File: src/rtl/dmac_pkg.sv
package dmac_pkg;
  typedef enum logic [1:0] {
    SEL_PTR  = 2'd0,
    SEL_CNT  = 2'd1,
    SEL_STAT = 2'd2,
    SEL_NONE = 2'd3
  } reg_sel_e;

  typedef enum logic {
    BEAT_IDLE = 1'b0,
    BEAT_WAIT = 1'b1
  } beat_state_e;

  localparam int REG_W = 32;
endpackage

File: src/rtl/dmac_ptr_reg.sv
module dmac_ptr_reg #(
  parameter int ADDR_W     = 32,
  parameter int XFER_BYTES = 1
) (
  input  logic              clk,
  input  logic              rst_n,
  input  logic              wr_en,
  input  logic [ADDR_W-1:0] wdata,
  input  logic              adv,
  output logic [ADDR_W-1:0] ptr_q
);
  localparam logic [ADDR_W-1:0] STEP = ADDR_W'(XFER_BYTES);

  // a software write beats the beat-driven advance
  always_ff @(posedge clk or negedge rst_n) begin
    if (!rst_n)     ptr_q <= '0;
    else if (wr_en) ptr_q <= wdata;
    else if (adv)   ptr_q <= ptr_q + STEP;
  end
endmodule

File: src/rtl/dmac_cnt_reg.sv
module dmac_cnt_reg #(
  parameter int CNT_W = 16
) (
  input  logic             clk,
  input  logic             rst_n,
  input  logic             wr_en,
  input  logic [CNT_W-1:0] wdata,
  input  logic             dec,
  output logic [CNT_W-1:0] cnt_q,
  output logic             zero
);
  assign zero = (cnt_q == '0);

  // write wins; a beat landing on zero leaves it at zero
  always_ff @(posedge clk or negedge rst_n) begin
    if (!rst_n)             cnt_q <= '0;
    else if (wr_en)         cnt_q <= wdata;
    else if (dec && !zero)  cnt_q <= cnt_q - CNT_W'(1);
  end
endmodule

File: src/rtl/dmac_beat_fsm.sv
module dmac_beat_fsm
  import dmac_pkg::*;
#(
  parameter int ADDR_W = 32
) (
  input  logic              clk,
  input  logic              rst_n,
  input  logic              per_req,
  input  logic              armed,
  input  logic [ADDR_W-1:0] ptr_q,
  input  logic              mem_gnt,
  output logic              mem_req,
  output logic [ADDR_W-1:0] mem_addr,
  output logic              beat_done
);
  beat_state_e state_q;
  logic [ADDR_W-1:0] addr_q;

  assign mem_req   = (state_q == BEAT_WAIT);
  assign mem_addr  = addr_q;
  assign beat_done = mem_req && mem_gnt;

  always_ff @(posedge clk or negedge rst_n) begin
    if (!rst_n) begin
      state_q <= BEAT_IDLE;
      addr_q  <= '0;
    end else begin
      case (state_q)
        BEAT_IDLE: if (per_req && armed) begin
          state_q <= BEAT_WAIT;
          addr_q  <= ptr_q;
        end
        BEAT_WAIT: if (mem_gnt) state_q <= BEAT_IDLE;
        default:   state_q <= BEAT_IDLE;
      endcase
    end
  end
endmodule

File: src/rtl/periph_dma_chan.sv
module periph_dma_chan
  import dmac_pkg::*;
#(
  parameter int ADDR_W     = 32,
  parameter int CNT_W      = 16,
  parameter int DATA_W     = 8,
  parameter int XFER_BYTES = 1,
  parameter bit IS_RX      = 1'b1
) (
  input  logic              clk,
  input  logic              rst_n,
  input  logic              reg_wr_en,
  input  logic [1:0]        reg_addr,
  input  logic [31:0]       reg_wdata,
  output logic [31:0]       reg_rdata,
  input  logic              per_req,
  output logic              per_ack,
  input  logic [DATA_W-1:0] per_rx_data,
  output logic [DATA_W-1:0] per_tx_data,
  output logic              mem_req,
  input  logic              mem_gnt,
  output logic [ADDR_W-1:0] mem_addr,
  output logic              mem_we,
  output logic [DATA_W-1:0] mem_wdata,
  input  logic [DATA_W-1:0] mem_rdata,
  output logic              xfer_done
);
  reg_sel_e          sel;
  logic              wr_ptr, wr_cnt, beat_done, cnt_zero;
  logic [ADDR_W-1:0] ptr_q;
  logic [CNT_W-1:0]  cnt_q;

  assign sel    = reg_sel_e'(reg_addr);
  assign wr_ptr = reg_wr_en && (sel == SEL_PTR);
  assign wr_cnt = reg_wr_en && (sel == SEL_CNT);

  dmac_ptr_reg #(.ADDR_W(ADDR_W), .XFER_BYTES(XFER_BYTES)) u_ptr (
    .clk(clk), .rst_n(rst_n), .wr_en(wr_ptr),
    .wdata(ADDR_W'(reg_wdata)), .adv(beat_done), .ptr_q(ptr_q)
  );

  dmac_cnt_reg #(.CNT_W(CNT_W)) u_cnt (
    .clk(clk), .rst_n(rst_n), .wr_en(wr_cnt),
    .wdata(reg_wdata[CNT_W-1:0]), .dec(beat_done),
    .cnt_q(cnt_q), .zero(cnt_zero)
  );

  dmac_beat_fsm #(.ADDR_W(ADDR_W)) u_fsm (
    .clk(clk), .rst_n(rst_n), .per_req(per_req), .armed(!cnt_zero),
    .ptr_q(ptr_q), .mem_gnt(mem_gnt), .mem_req(mem_req),
    .mem_addr(mem_addr), .beat_done(beat_done)
  );

  assign per_ack   = beat_done;
  assign xfer_done = cnt_zero;

  // direction chosen per instance
  assign mem_we      = IS_RX;
  assign mem_wdata   = IS_RX ? per_rx_data : '0;
  assign per_tx_data = IS_RX ? '0 : mem_rdata;

  always_comb begin
    case (sel)
      SEL_PTR:  reg_rdata = REG_W'(ptr_q);
      SEL_CNT:  reg_rdata = REG_W'(cnt_q);
      SEL_STAT: reg_rdata = REG_W'(cnt_zero);
      default:  reg_rdata = '0;
    endcase
  end
endmodule

File: config.mk
export PLATFORM = sky130hd
export DESIGN_NAME = periph_dma_chan
export DESIGN_NICKNAME = d
export VERILOG_FILES = /design/src/rtl/dmac_pkg.sv /design/src/rtl/dmac_ptr_reg.sv /design/src/rtl/dmac_cnt_reg.sv /design/src/rtl/dmac_beat_fsm.sv /design/src/rtl/periph_dma_chan.sv
export SDC_FILE = /design/constraint.sdc
export NUM_CORES = 1
export LEC_CHECK = 0
export BUFFER_PORTS_ARGS = -buffer_cell sky130_fd_sc_hd__buf_4
export CAP_MARGIN = 15
export CORE_MARGIN = 10
export CORE_UTILIZATION = 56
export CTS_CLUSTER_DIAMETER = 50
export DETAILED_ROUTE_END_ITERATION = 10
export GPL_TIMING_DRIVEN = 0
export PLACE_DENSITY = 0.86
export SKIP_LAST_GASP = 1
export SLEW_MARGIN = 10
export SYNTH_ARGS = -nofsm -noshare
export SYNTH_HDL_FRONTEND = slang
export SYNTH_SLANG_ARGS = --single-unit
File: constraint.sdc
create_clock -name clk -period 7.4 [get_ports clk]
set_clock_uncertainty 0.2 [all_clocks]
set_input_delay 1.48 -clock clk [delete_from_list [all_inputs] [get_ports clk]]
set_output_delay 1.48 -clock clk [all_outputs]
set_load 0.02 [all_outputs]
==> results of run 1 <==
critical path, cell delays in order:
cell	delay, ns
buf_4	0.10
clkbuf_1	0.50
buf_1	0.47
nor2_1	0.15
buf_4	0.19
per-layer routing:
layer / wire (um) / vias to the layer above / GRT usage (%) / part of all wire (%)
li1: - / 1826 / - / -
met1: 5030 / 1844 / 25.98 / 40
met2: 5985 / 199 / 34.88 / 47
met3: 1467 / 20 / 6.372 / 12
met4: 196 / 0 / 6.497 / 1.5
met5: 0 / - / 0 / 0
logic make-up (layout without fill, tap and decap cells):
family	count (synthesis)	after routing	share of synthesized area [%]
flops	81	81	45.69
xor+xnor	40	40	7.896
simple gates	174	174	19.57
fa+ha+maj	2	2	0.5639
buf+inv	49	177	6.063
compound gates	61	61	7.360
other cells	2	9	0.1693
mux	52	52	12.69
layout by cell type (no fill, tap or decap), drive strengths merged, types with 5 or more instances in the layout:
| master | instances |
|---|---|
| inv | 10 |
| dfrtp | 81 |
| xnor2 | 31 |
| mux2 | 34 |
| buf | 139 |
| nor4 | 7 |
| and2 | 13 |
| nor3 | 13 |
| o21ai | 12 |
| nor2 | 66 |
| clkbuf | 25 |
| nand2 | 27 |
| nand3 | 14 |
| xor2 | 9 |
| conb | 9 |
| nand4 | 9 |
| mux2i | 18 |
| or4 | 5 |
| a21oi | 40 |
cell type report:
cell class,instances,share of cell area [%]
inverter,11,0.7327
multi-input combinational,338,38.45
tap,102,2.265
timing repair buffer,113,15.05
sequential,81,35.97
buffer,38,4.041
clock buffer,13,2.820
clock inverter,2,0.6661
stage by stage:
step / utilization (%) / setup WS (ns) / std cells
2_1_floorplan: - / 3.315 / 468
3_3_place_gp: 70.39 / 2.949 / 683
3_5_place_dp: 70.39 / 2.906 / 683
4_1_cts: 72.93 / 2.846 / 698
5_1_grt: 72.93 / 2.777 / 698
6_report: 72.93 / 2.821 / 698
flip-flops by register name (all words and copies together) (netlist names):
register / flops
u_fsm.mem_req: 1
u_ptr.ptr_q: 32
u_cnt.cnt_q: 16
u_fsm.mem_addr: 32
power by group:
part / switching [mW] / internal (mW)
Sequential: 0.155 / 0.579
Clock: 0.157 / 0.173
Combinational: 0.332 / 0.307
path summary, 6_finish.rpt:
check / start / end / slack (ns) / depth (start not counted)
setup / recovery: reg_addr[1] / reg_rdata[11] / 2.82 / 5
hold / removal: u_fsm.mem_addr[30]$_DFFE_PN0P_ / u_fsm.mem_addr[30]$_DFFE_PN0P_ / 0.31 / 1
setup reg to reg: u_cnt.cnt_q[0]$_DFFE_PN0P_ / u_fsm.mem_addr[13]$_DFFE_PN0P_ / 4.30 / 8
hold reg to reg: u_fsm.mem_addr[30]$_DFFE_PN0P_ / u_fsm.mem_addr[30]$_DFFE_PN0P_ / 0.31 / 1
max in group asynchronous: rst_n / u_cnt.cnt_q[12]$_DFFE_PN0P_ / 5.25 / 1
min in group asynchronous: rst_n / u_ptr.ptr_q[17]$_DFFE_PN0P_ / 1.06 / 1
==> results.cfg, run 1 <==
[status]
status = complete, no violations

[worst_setup_path]
path_class = in2out
critPathArrivalTime_ns = 2.90
worstPathRequired_ns = 5.72
crit_path_end_kind = output pin
setup.worst_path.start_class = input pin
critPathMaxFanout = 10

[clock_tree]
cts_resized = 0
clock_latency_ns = 0.36
clock_sinks = 81
cts_root_buf = clkbuf_8
postCtsSetupRepairBufs = 0
clk_path_buf_depth = 2
path_clk_slew_ns = 0.07
h-tree-depth = 3
ctsHoldBuffers = 0
cts_tree = yes
numCtsBuffers = 9

[detailed_routing]
avgRoutedWirePerCell_um = 18.17
via_count = 3889
wirelength_um = 12680
viasPerCell = 5.572
drt_iter0_markers = 308
drc = 0
ant_nets = 0
first_pass_iters = 5

[logic_synthesis]
syn_inst = 461
synth_area_leaders = dfrtp_1 (46%), mux2_2 (8.6%), xnor2_1 (6.1%)
synth.avg_cell_area_um2 = 9.624
synth_area_leader_cell = dfrtp_1
synth_ff_type = dfrtp_1
syn-cell-area_um2 = 4437
synth_edf_count = 0
yosys_warnings = 0
yosysTopAreaCellShare_pct = 45.69
ys_seq_area_share_pct = 45.69
ys_ff_latch = 81
yosysMostFrequentCell = dfrtp_1
yosys-top-cells-count = dfrtp_1 (81), nor2_1 (66), a21oi_1 (40)
yosys.cell_types.count = 46
async_flop_share_pct = 100.0

[global_routing]
antenna_found_initial = 0
globalRouteTotalUtil_pct = 21.11
grt_max_degree = 82
overflow = 0
grt_pass1_vias = 3904
grt_pass1_wl_um = 19830

[pwr]
power_density_nw_per_um2 = 302.1
peakVddDrop_uv = 170.4
p_leak_nw = 2.481
total_power_mw = 1.702

[die]
core-area_um2 = 7727
die_area_um2 = 11880
initial_utilization_pct = 57.42
num_rows = 32
io_pins = 139
die_h_um = 109.0
die_x_um = 109.0

[sta]
clock.fmax_mhz = 218.4
rsz0062_at_grt = no
hold_ws_ns = 0.3082
report.final.slew_viol_count = 0
tightest_slew_ns = 1.080
final.setup.tns_ns = 0
finalSetupViolations = 0
finalHoldViolCount = 0
period_needed_ns = 4.579
relSlewSlack_pct = 27.30
post-route-period-util_pct = 61.88

[finish]
drive_gt1_share_pct = 32.38
multi_input_area_um2 = 2167
fillCellCount = 580
syn2layout_area_growth_pct = 27.02
seq_area_um2 = 2027
fin_nets = 649
final_area_um2 = 5635
diodes = 0

[place]
io_buffers = 113
gp_congestion = 0.9137
dp_hpwl_um = 9713
placed_area_um2 = 5439

[worst_hold_path]
hold_path.class = reg2reg

[flow_run]
maxCapViolCount = 0
Note: power is estimated with default switching activity, not from simulation.
==> run 2: changes to the inputs <==
--- a/config.mk
+++ b/config.mk
@@ -8,11 +8,11 @@
 export BUFFER_PORTS_ARGS = -buffer_cell sky130_fd_sc_hd__buf_4
 export CAP_MARGIN = 15
 export CORE_MARGIN = 10
-export CORE_UTILIZATION = 56
+export CORE_UTILIZATION = 52
 export CTS_CLUSTER_DIAMETER = 50
 export DETAILED_ROUTE_END_ITERATION = 10
 export GPL_TIMING_DRIVEN = 0
-export PLACE_DENSITY = 0.86
+export PLACE_DENSITY = 0.81
 export SKIP_LAST_GASP = 1
 export SLEW_MARGIN = 10
 export SYNTH_ARGS = -nofsm -noshare
==> constraint.sdc (replaced) <==
create_clock -name clk -period 4.4 [get_ports clk]
set_clock_uncertainty 0.2 [all_clocks]
set_input_delay 0.88 -clock clk [delete_from_list [all_inputs] [get_ports clk]]
set_output_delay 0.88 -clock clk [all_outputs]
set_load 0.02 [all_outputs]
==> results.cfg, run 2 (same netlist as run 1, synthesis figures left out) <==
[worst_setup_path]
path_class = reg2out
setup.worst_path.start_class = flip-flop
critPathArrivalTime_ns = 2.57
r2r_cells = 8
critPathMaxFanout = 5
crit_path_end_kind = output pin
worstPathRequired_ns = 3.32

[detailed_routing]
first_pass_iters = 7
ant_nets = 0
viasPerCell = 5.509
wirelength_um = 12750
drc = 0
via_count = 3867
avgRoutedWirePerCell_um = 18.17
drt_iter0_markers = 324

[sta]
finalSetupViolations = 0
finalHoldViolCount = 0
report.final.slew_viol_count = 0
final.setup.tns_ns = 0
period_needed_ns = 3.646
rsz0062_at_grt = no
tightest_slew_ns = 1.016
hold_ws_ns = 0.3097
clock.fmax_mhz = 274.2
worst_slack_ns = 0.7535
relSlewSlack_pct = 32.28
post-route-period-util_pct = 82.87

[place]
placed_area_um2 = 5443
gp_congestion = 0.9390
dp_hpwl_um = 9676
io_buffers = 113
dp_slack_ns = 1.102

[clock_tree]
numCtsBuffers = 9
clk_path_buf_depth = 2
cts_tree = yes
ctsHoldBuffers = 0
clock_sinks = 81
cts_root_buf = clkbuf_8
postCtsSetupRepairBufs = 0
clock_latency_ns = 0.36
path_clk_slew_ns = 0.09
h-tree-depth = 3
cts_resized = 0

[pwr]
p_switching_mw = 1.098
power_frac_comb_pct = 36.6
power_density_nw_per_um2 = 513.5
internal-power_mw = 1.810
seqPwrFrac_pct = 42.6
peakVddDrop_uv = 217.1
p_sw_share_pct = 37.76
p_leak_nw = 2.488
clkPwrFrac_pct = 20.9

[status]
status = complete, no violations

[finish]
final_cell_mix = buf_4 (133), dfrtp_1 (81), nor2_1 (66)
diodes = 0
fin_nets = 649
final_common_cell = buf_4
drive_gt1_share_pct = 32.66
finish.utilization_pct = 68.58
final_area_um2 = 5663
syn2layout_area_growth_pct = 27.64

[worst_hold_path]
whs_path_depth = 1
hold_path.class = reg2reg

[global_routing]
grt_pass1_vias = 3990
overflow = 0
grt_pass1_wl_um = 20330
grt_max_degree = 82
globalRouteTotalUtil_pct = 19.44
antenna_found_initial = 0

[die]
die_x_um = 112.4
num_rows = 33
initial_utilization_pct = 53.73
die_h_um = 112.4
io_pins = 139
die_area_um2 = 12630
core-area_um2 = 8258

[flow_run]
maxCapViolCount = 0
run 2: changes by cell type in the layout (fill, tap and decap cells not counted), sizes merged:
cell and change:
clkinvlp +1, clkinv +2, clkbuf -3, bufinv +1
run 2: stage by stage:
step / total power, mW / cells
3_5_place_dp: 2.310 / 686
2_1_floorplan: 1.835 / 468
4_1_cts: 2.917 / 702
3_3_place_gp: 2.276 / 686
6_report: 2.908 / 702
5_1_grt: 3.059 / 702
run 2: power by group through the flow:
stage | registers (mW) | clock network, mW | logic, mW
6_report | 1.24 | 0.607 | 1.06
5_1_grt | 1.27 | 0.637 | 1.15
4_1_cts | 1.23 | 0.614 | 1.07
3_5_place_dp | 1.24 | 0 | 1.07
3_3_place_gp | 1.23 | 0 | 1.05
2_1_floorplan | 1.31 | 0 | 0.524
run 2: metal layers:
metal,routed length (um),global-route usage (%),up-vias
met4,122,4.399,0
met3,1352,6.603,12
met1,5210,24.07,1844
met5,0,0,-
met2,6067,32.06,189
li1,-,-,1822
run 2: final timing paths:
kind	slack, ns	start	endpoint
worst min-delay path	0.31	u_fsm.mem_addr[15]$_DFFE_PN0P_	u_fsm.mem_addr[15]$_DFFE_PN0P_
worst min register to register	0.31	u_fsm.mem_addr[15]$_DFFE_PN0P_	u_fsm.mem_addr[15]$_DFFE_PN0P_
max in group asynchronous	2.86	rst_n	u_cnt.cnt_q[1]$_DFFE_PN0P_
min in group asynchronous	0.48	rst_n	u_fsm.mem_addr[19]$_DFFE_PN0P_
worst max register to register	1.31	u_cnt.cnt_q[0]$_DFFE_PN0P_	u_fsm.mem_addr[15]$_DFFE_PN0P_
worst max-delay path	0.75	u_cnt.cnt_q[0]$_DFFE_PN0P_	reg_rdata[0]
run 2: critical path, stage by stage (launching register included):
cell     delay (ns)
dfrtp_1        0.45
inv_1          0.09
ha_1           0.21
or3b_2         0.48
nor4b_1        0.38
nand2_1        0.21
o22ai_1        0.21
buf_4          0.17
run 2: final cells by class:
class	instances	area (um2)
Buffer	38	227.7
Sequential cell	81	2027
Inverter	11	41.29
Timing Repair Buffer	113	848.3
Clock buffer	10	127.6
Clock inverter	6	92.59
Fill cell	683	2595
Tap cell	105	131.4
Multi-Input combinational cell	338	2167
==> run 3: changes to the inputs <==
--- a/config.mk
+++ b/config.mk
@@ -5,10 +5,11 @@
 export SDC_FILE = /design/constraint.sdc
 export NUM_CORES = 1
 export LEC_CHECK = 0
+export ABC_AREA = 1
 export BUFFER_PORTS_ARGS = -buffer_cell sky130_fd_sc_hd__buf_4
 export CAP_MARGIN = 15
 export CORE_MARGIN = 10
-export CORE_UTILIZATION = 52
+export CORE_UTILIZATION = 54
 export CTS_CLUSTER_DIAMETER = 50
 export DETAILED_ROUTE_END_ITERATION = 10
 export GPL_TIMING_DRIVEN = 0
==> constraint.sdc (replaced) <==
create_clock -name clk -period 3.4 [get_ports clk]
set_clock_uncertainty 0.2 [all_clocks]
set_input_delay 0.68 -clock clk [delete_from_list [all_inputs] [get_ports clk]]
set_output_delay 0.68 -clock clk [all_outputs]
set_load 0.02 [all_outputs]
==> results.cfg, run 3 <==
[global_routing]
globalRouteTotalUtil_pct = 24.16
grt_max_degree = 82
grt_pass1_vias = 5397
grt_pass1_wl_um = 27970
overflow = 0
antenna_found_initial = 0

[worst_setup_path]
r2r_cells = 11
critical_path.endpoint = xfer_done
r2r_setup_slack_ns = 1.35
critPathArrivalTime_ns = 2.16
max_stage_delay_ns = 0.39
critPathMaxFanout = 6
reg2reg_to = u_cnt.cnt_q[12]$_DFFE_PN0P_
path_class = reg2out
setup.worst_path.start_class = flip-flop
worstPathRequired_ns = 2.52
slowest_stage = dfrtp_1
path_cells = inv_1, ha_1, nand3_4, nor2_1, nand3_1, nor4_1, buf_4
crit_path_end_kind = output pin
r2r-start = u_cnt.cnt_q[0]$_DFFE_PN0P_
cp-startpoint = u_cnt.cnt_q[0]$_DFFE_PN0P_

[finish]
diodes = 0
stdcell_count = 1025
fin_nets = 944
drive_gt1_share_pct = 28.48
final_cell_mix = nand2_1 (214), buf_4 (130), nor2_1 (98)
final_area_um2 = 6649
final_common_cell = nand2_1
syn2layout_area_growth_pct = 23.09

[die]
die_h_um = 120.0
initial_utilization_pct = 55.26
die_area_um2 = 14400
core-area_um2 = 9774
num_rows = 36
io_pins = 139
die_x_um = 120.0

[detailed_routing]
wirelength_um = 17660
viasPerCell = 5.291
drc = 0
first_pass_iters = 5
drt_iter0_markers = 562
ant_nets = 0
via_count = 5423
avgRoutedWirePerCell_um = 17.22

[sta]
post-route-period-util_pct = 89.34
period_needed_ns = 3.037
relSlewSlack_pct = 30.44
clock.fmax_mhz = 329.2
tightest_slew_ns = 1.043
finalHoldViolCount = 0
final.setup.tns_ns = 0
rsz0062_at_grt = no
finalSetupViolations = 0
report.final.slew_viol_count = 0

[clock_tree]
path_clk_slew_ns = 0.08
ctsHoldBuffers = 0
cts_root_buf = clkbuf_8
clock_sinks = 81
clock_latency_ns = 0.36
h-tree-depth = 3
cts_tree = yes
cts_resized = 0
numCtsBuffers = 9
postCtsSetupRepairBufs = 0
clk_path_buf_depth = 2

[place]
gp_congestion = 0.9801
io_buffers = 113
placed_area_um2 = 6442
dp.cells = 1009
dp_hpwl_um = 14150

[pwr]
p_leak_nw = 3.369
power_density_nw_per_um2 = 686.6
peakVddDrop_uv = 327.1

[logic_synthesis]
async_flop_share_pct = 100.0
synth_area_leaders = dfrtp_1 (38%), nand2_1 (15%), nor2_1 (6.8%)
syn_inst = 756
synth_edf_count = 0
synth_ff_type = dfrtp_1
synth.avg_cell_area_um2 = 7.145
yosys-top-cells-count = nand2_1 (214), nor2_1 (98), dfrtp_1 (81)
ys_ff_latch = 81
yosys_warnings = 0
syn-cell-area_um2 = 5401
synth_area_leader_cell = dfrtp_1
yosys.cell_types.count = 37
yosysMostFrequentCell = nand2_1
yosysTopAreaCellShare_pct = 37.53
ys_seq_area_share_pct = 37.53

[worst_hold_path]
hold_path.class = in2async

[status]
status = complete, no violations

[flow_run]
maxCapViolCount = 0
-- run 3: cell types whose count changed in the layout (fill, tap and decap cells not counted), moves of 29 or more --
| cell | delta |
|---|---|
| o21ai_2 | +31 |
| inv_1 | +69 |
| nand3_1 | +41 |
| a21oi_1 | -29 |
| nand2_1 | +187 |
| nand2_2 | +34 |
| mux2_2 | -34 |
| nor2_1 | +32 |
| xnor2_1 | -31 |
-- run 3: through the flow --
step	utilization (%)	hold slack (ns)	power (mW)	worst slack [ns]
2_1_floorplan	-	0.1844	2.995	0.8142
3_3_place_gp	65.91	0.2719	3.754	0.7086
3_5_place_dp	65.91	0.2739	3.808	0.6755
4_1_cts	68.02	0.2931	4.546	0.3675
5_1_grt	68.02	0.3072	4.861	0.1884
6_report	68.02	0.2734	4.565	0.3626
-- run 3: how the worst min path moves through the flow --
stage | from | slack (ns) | endpoint
6_report | rst_n | 0.27 | u_cnt.cnt_q[12]$_DFFE_PN0P_
4_1_cts | u_fsm.mem_addr[20]$_DFFE_PN0P_ | 0.29 | u_fsm.mem_addr[20]$_DFFE_PN0P_
5_1_grt | u_fsm.mem_addr[5]$_DFFE_PN0P_ | 0.31 | u_fsm.mem_addr[5]$_DFFE_PN0P_
2_1_floorplan | rst_n | 0.18 | u_cnt.cnt_q[0]$_DFFE_PN0P_
3_3_place_gp | u_fsm.mem_addr[14]$_DFFE_PN0P_ | 0.27 | u_fsm.mem_addr[14]$_DFFE_PN0P_
3_5_place_dp | u_fsm.mem_addr[27]$_DFFE_PN0P_ | 0.27 | u_fsm.mem_addr[27]$_DFFE_PN0P_
-- run 3: kinds of logic (layout without fill, tap and decap cells) --
kind of cell    count (synthesis)  after routing  share of synthesized area (%)
simple gates                  425            425                          34.58
buf+inv                       127            256                          12.09
compound gates                105            105                          12.93
flops                          81             81                          37.53
xor+xnor                       14             14                          2.270
fa+ha+maj                       2              2                         0.4632
other cells                     2              9                         0.1390
-- run 3: layer usage --
| layer | part of all wire (%) | GRT usage (%) |
|---|---|---|
| met1 | 44 | 32.70 |
| met2 | 45 | 37.55 |
| met3 | 8.3 | 4.923 |
| met4 | 2.1 | 8.446 |
| met5 | 0 | 0 |
-- run 3: critical path: cells and delay by family, from the launching register on --
family | cells | cell delay, ns
adder cells (fa/ha/maj) | 1 | 0.28
buffers and inverters | 2 | 0.36
AND/OR/NAND/NOR | 4 | 0.78
flip-flops | 1 | 0.39
-- run 3: layout make-up --
cell class | count | area (um2)
Fill cell | 870 | 3126
Multi-Input combinational cell | 555 | 2748
Sequential cell | 81 | 2027
Timing Repair Buffer | 113 | 848.3
Inverter | 87 | 327.8
Buffer | 40 | 325.3
Tap cell | 133 | 166.4
Clock buffer | 12 | 155.1
Clock inverter | 4 | 51.30
-- run 3: report_power, final --
| group | switching [mW] | leakage [nW] | internal (mW) |
|---|---|---|---|
| clock | 0.368 | 0.103 | 0.380 |
| sequential | 0.378 | 1.02 | 1.30 |
| combinational | 1.34 | 2.25 | 0.802 |
| total | 2.09 | 3.37 | 2.48 |
